File: config.mk
export PLATFORM = sky130hd
export DESIGN_NAME = smram_redirect
export DESIGN_NICKNAME = d
export VERILOG_FILES = /design/src/rtl/smram_pkg.sv /design/src/rtl/smram_window_match.sv /design/src/rtl/smram_route_policy.sv /design/src/rtl/smram_redirect.sv
export SDC_FILE = /design/constraint.sdc
export NUM_CORES = 1
export LEC_CHECK = 0
export BUFFER_PORTS_ARGS = -buffer_cell sky130_fd_sc_hd__buf_2
export CORE_UTILIZATION = 32
export DETAILED_ROUTE_END_ITERATION = 8
export HOLD_SLACK_MARGIN = 0.05
export PLACE_DENSITY_LB_ADDON = 0.08
export SLEW_MARGIN = 20
export SYNTH_ARGS = -nofsm -noshare
export SYNTH_HDL_FRONTEND = slang
export SYNTH_SLANG_ARGS = --single-unit
File: constraint.sdc
create_clock -name clk -period 2.46 [get_ports clk]
set_clock_uncertainty 0.2 [all_clocks]
set_input_delay 0.123 -clock clk [delete_from_list [all_inputs] [get_ports clk]]
set_output_delay 0.123 -clock clk [all_outputs]
set_load 0.005 [all_outputs]
File: src/rtl/smram_pkg.sv
package smram_pkg;

    localparam int unsigned TGT_W = 2;

    localparam logic [TGT_W-1:0] SEL_NONE   = 2'b00;
    localparam logic [TGT_W-1:0] SEL_SYSRAM = 2'b01;
    localparam logic [TGT_W-1:0] SEL_SMRAM  = 2'b10;

    typedef struct packed {
        logic             valid;
        logic [TGT_W-1:0] sel;
        logic             save_hit;
        logic             entry_hit;
    } route_rsp_t;

endpackage

File: src/rtl/smram_window_match.sv
module smram_window_match #(
    parameter int unsigned ADDR_W = 32,
    parameter int unsigned LOG2_W = 6
) (
    input  logic [ADDR_W-1:0] addr,
    input  logic [ADDR_W-1:0] base,
    input  logic [LOG2_W-1:0] size_log2,
    output logic              hit
);

    logic [ADDR_W-1:0] cmp_mask;

    generate
        for (genvar i = 0; i < ADDR_W; i++) begin : g_mask
            localparam logic [LOG2_W-1:0] BIT_IDX = LOG2_W'(i);
            assign cmp_mask[i] = (BIT_IDX >= size_log2);
        end
    endgenerate

    assign hit = (((addr ^ base) & cmp_mask) == '0);

endmodule

File: src/rtl/smram_route_policy.sv
module smram_route_policy
    import smram_pkg::*;
(
    input  logic             in_window,
    input  logic             is_cpu,
    input  logic             smm_active,
    input  logic             manual_map,
    output logic [TGT_W-1:0] sel
);

    logic to_smram;

    always_comb begin
        if (!in_window) begin
            to_smram = 1'b0;
        end else if (smm_active) begin
            to_smram = is_cpu;
        end else begin
            to_smram = manual_map;
        end
        sel = to_smram ? SEL_SMRAM : SEL_SYSRAM;
    end

endmodule

File: src/rtl/smram_redirect.sv
module smram_redirect
    import smram_pkg::*;
#(
    parameter int unsigned              ADDR_W     = 32,
    parameter int unsigned              LOG2_W     = 6,
    parameter int unsigned              MIN_LOG2   = 15,
    parameter logic [ADDR_W-1:0]        MIN_BASE   = 32'h0003_8000,
    parameter int unsigned              SAVE_LOG2  = 9,
    parameter logic [ADDR_W-1:0]        SAVE_BASE  = 32'h0003_FE00,
    parameter logic [ADDR_W-1:0]        ENTRY_ADDR = 32'h0003_8000
) (
    input  logic              clk,
    input  logic              rst_n,
    input  logic              req_valid,
    input  logic [ADDR_W-1:0] req_addr,
    input  logic              req_is_cpu,
    input  logic              smm_active,
    input  logic              manual_map,
    input  logic [ADDR_W-1:0] win_base,
    input  logic [LOG2_W-1:0] win_size_log2,
    input  logic              smi_pulse,
    input  logic              overlay_mode,
    output logic              flush_req,
    output logic              rsp_valid,
    output logic [TGT_W-1:0]  rsp_sel,
    output logic              rsp_save_hit,
    output logic              rsp_entry_hit
);

    localparam logic [LOG2_W-1:0] MIN_K  = LOG2_W'(MIN_LOG2);
    localparam logic [LOG2_W-1:0] MAX_K  = LOG2_W'(ADDR_W);
    localparam logic [LOG2_W-1:0] SAVE_K = LOG2_W'(SAVE_LOG2);

    logic [LOG2_W-1:0] eff_log2;
    logic              hit_fixed;
    logic              hit_cfg;
    logic              hit_save;
    logic [TGT_W-1:0]  route_sel;
    route_rsp_t        rsp_d;
    route_rsp_t        rsp_q;

    always_comb begin
        if (win_size_log2 < MIN_K) begin
            eff_log2 = MIN_K;
        end else if (win_size_log2 > MAX_K) begin
            eff_log2 = MAX_K;
        end else begin
            eff_log2 = win_size_log2;
        end
    end

    smram_window_match #(.ADDR_W(ADDR_W), .LOG2_W(LOG2_W)) u_fixed_win (
        .addr      (req_addr),
        .base      (MIN_BASE),
        .size_log2 (MIN_K),
        .hit       (hit_fixed)
    );

    smram_window_match #(.ADDR_W(ADDR_W), .LOG2_W(LOG2_W)) u_cfg_win (
        .addr      (req_addr),
        .base      (win_base),
        .size_log2 (eff_log2),
        .hit       (hit_cfg)
    );

    smram_window_match #(.ADDR_W(ADDR_W), .LOG2_W(LOG2_W)) u_save_win (
        .addr      (req_addr),
        .base      (SAVE_BASE),
        .size_log2 (SAVE_K),
        .hit       (hit_save)
    );

    smram_route_policy u_policy (
        .in_window  (hit_fixed | hit_cfg),
        .is_cpu     (req_is_cpu),
        .smm_active (smm_active),
        .manual_map (manual_map),
        .sel        (route_sel)
    );

    always_comb begin
        rsp_d = '0;
        rsp_d.sel = SEL_NONE;
        if (req_valid) begin
            rsp_d.valid     = 1'b1;
            rsp_d.sel       = route_sel;
            rsp_d.save_hit  = route_sel[1] & hit_save;
            rsp_d.entry_hit = route_sel[1] & (req_addr == ENTRY_ADDR);
        end
    end

    always_ff @(posedge clk) begin
        if (!rst_n) begin
            rsp_q <= '0;
        end else begin
            rsp_q <= rsp_d;
        end
    end

    assign flush_req     = smi_pulse & overlay_mode;
    assign rsp_valid     = rsp_q.valid;
    assign rsp_sel       = rsp_q.sel;
    assign rsp_save_hit  = rsp_q.save_hit;
    assign rsp_entry_hit = rsp_q.entry_hit;

endmodule

==> summary.txt <==
outcome - completed
cell internal pwr - 228.6 uW
# H-tree levels - 1
Critical Path RT - 2.44 ns
Switch Pwr - 96.82 uW
post-synth net total - 156
Layout area overhead - 85.74%
Post-Route WL - 2019 um
clk slew on worst S/H paths - 0.04 ns
Vias - 909
mapped cell area - 605.6 um2
Pre-Repair DR Iteration Count - 4
crit path launch type - input pin
Crit Path Max Fanout - 3
cell leakage power - 0.0005381 uW
wire per inst - 10.85 um
Die Ht - 45.50 um
Row Count - 15
Mapped Cells - 78
I/O Buffers - 68
Multi-input gate area - 495.5 um2
grt total ovfl - 0
minimum clock period - 2.405 ns
first-pass GRT wire length - 2967 um
ys flop type - dfxtp_1
Residual DRC - 0
Peak Freq - 415.8 MHz
Core Area - 0.001745 mm2
Post-Syn Area per Cell - 7.764 um2
Starting Density - 0.3470
Comb power frac - 0.454
Fin. Hold Viols - 0
Yosys cell types - 35
Post-CTS Setup Inserts - 0
Seq cells post-synth - 5
EDFF count, synth - 0
most common cell in the netlist - xnor2_1
switching share of power - 0.2975
Slew @ Worst Pin - 0.3701 ns
synth cell count leaders - xnor2_1 (15), nor4_1 (6), a21oi_1 (5), dfxtp_1 (5), nand2_1 (5)
pin count of the biggest net entering global routing - 10
Sum Neg Setup Slack - 0 ns
Max Slew Vio Count - 0
Setup crit end kind - flip-flop
DRT iter0 DRCs - 13
Diodes inserted - 0
Yosys top cell area share - 0.2169
post-synthesis sequential area ratio - 0.1653
RSZ-0062 raised after global routing - no
GPL Wtd Cong - 0.7634
CTS tree - done
Max Cap Viol - 0
Root Driver - clkbuf_4
Routed Antenna Nets - 0
sequential cell area - 100.1 um2
vias per cell - 4.887
kind of critical path - in2reg
layout cells sized above 1 - 0.4658
clock buffer count from CTS - 3
Final Net Count - 240
Min-Delay Path Class - in2reg
die width - 45.50 um
CP arrival - 2.39 ns
yosys warns - 0
Synth async-reset ratio - 0
Slew headroom - 0.7510
part of the power in registers - 0.258
fillers - 158
initial antenna violation count - 0
worst ir drop on vdd - 0.0002825 V
total track usage - 0.2000
Synth area leaders - xnor2_1 (22%), dfxtp_1 (17%), nor4_1 (6.2%)
Clk pwr share - 0.288
Hold Slack - 0.08754 ns
Final Setup Violations - 0
Bufs on Longest Clock Path - 2
Ports - 84
period utilization - 0.9776
clock sink count - 5
Synth area leader - xnor2_1
pwr/cell area - 289.3 mW/mm2
Die Footprint - 0.002070 mm2
number of global-route vias before repair - 741
[what timing repair did]
action	4_1_cts	5_1_grt
hold buffers	12	0
resized for setup	0	1
endpoints found under the hold margin	4	0
setup endpoints to repair	0	1
[area by class of cell]
cell class,count,area share
Tap cell,25,0.02781
Multi-Input combinational cell,69,0.4405
Sequential cell,5,0.08899
Clock buffer,4,0.02336
Timing Repair Buffer,80,0.4093
Inverter,3,0.01001
[logic make-up (layout without fill, tap and decap cells)]
| family | count (synthesis) | count (layout) | synth area share |
|---|---|---|---|
| AND/OR/NAND/NOR | 29 | 29 | 0.2975 |
| AO/OA/AOI/OAI | 21 | 21 | 0.2294 |
| XOR/XNOR | 17 | 17 | 0.2459 |
| flip-flops | 5 | 5 | 0.1653 |
| buffers and inverters | 4 | 87 | 0.02685 |
| adder cells (fa/ha/maj) | 1 | 1 | 0.01653 |
| multiplexers | 1 | 1 | 0.01859 |
[cell usage in the layout (no fill, tap or decap), drive strengths merged, types with 3 or more instances in the layout]
cell          n
buf          68
xnor2        15
dlygate4sd3  12
nor4          6
nand2         5
a21oi         5
dfxtp         5
o21ai         4
nor3          4
clkbuf        4
inv           3
nand4         3
[metal layers]
layer / global-route usage / vias to the layer above / wire [um]
li1: - / 469 / -
met1: 0.2340 / 383 / 806
met2: 0.3486 / 57 / 1024
met3: 0.07937 / 0 / 188
met4: 0.02424 / 0 / 0
met5: 0 / - / 0
[worst paths after layout]
check | startpoint | to | slack (ns) | depth (start not counted)
setup / recovery | rst_n | rsp_save_hit | 0.06 | 8
hold / removal | win_size_log2[5] | rsp_sel[0] | 0.09 | 4
[flip-flops by register name, summed over array words and instances (netlist names)]
register / cells
rsp_valid: 1
rsp_sel: 2
rsp_save_hit: 1
rsp_entry_hit: 1
[power by group through the flow]
stage | registers [uW] | clock network (uW) | logic [uW]
floorplan | 86.0 | 0 | 61.1
global placement | 85.4 | 0 | 133
detailed placement | 85.5 | 0 | 135
CTS | 84.0 | 97.9 | 146
global route | 84.1 | 107 | 166
finish | 84.1 | 93.7 | 148
[worst max-delay path: stages]
cell and delay [ns]:
dlygate4sd3_1 0.51, buf_2 0.09, nand2_1 0.04, dlygate4sd3_1 0.57
inv_1 0.07, nand2_1 0.09, nor4_1 0.29, dlygate4sd3_1 0.59
[per-stage QoR]
step	worst slack, ns	util	std cells	power [uW]	instance area [um2]
after floorplan	0.9754	-	78	147.0	605.6
after global placement	0.7893	0.5570	170	218.6	972.2
after detailed placement	0.7955	0.5570	170	220.5	972.2
after CTS	0.1363	0.6409	186	328.2	1119
after global routing	0.004754	0.6444	186	356.9	1125
final	0.05512	0.6444	186	325.4	1125
Note: power is estimated with default switching activity, not from simulation.
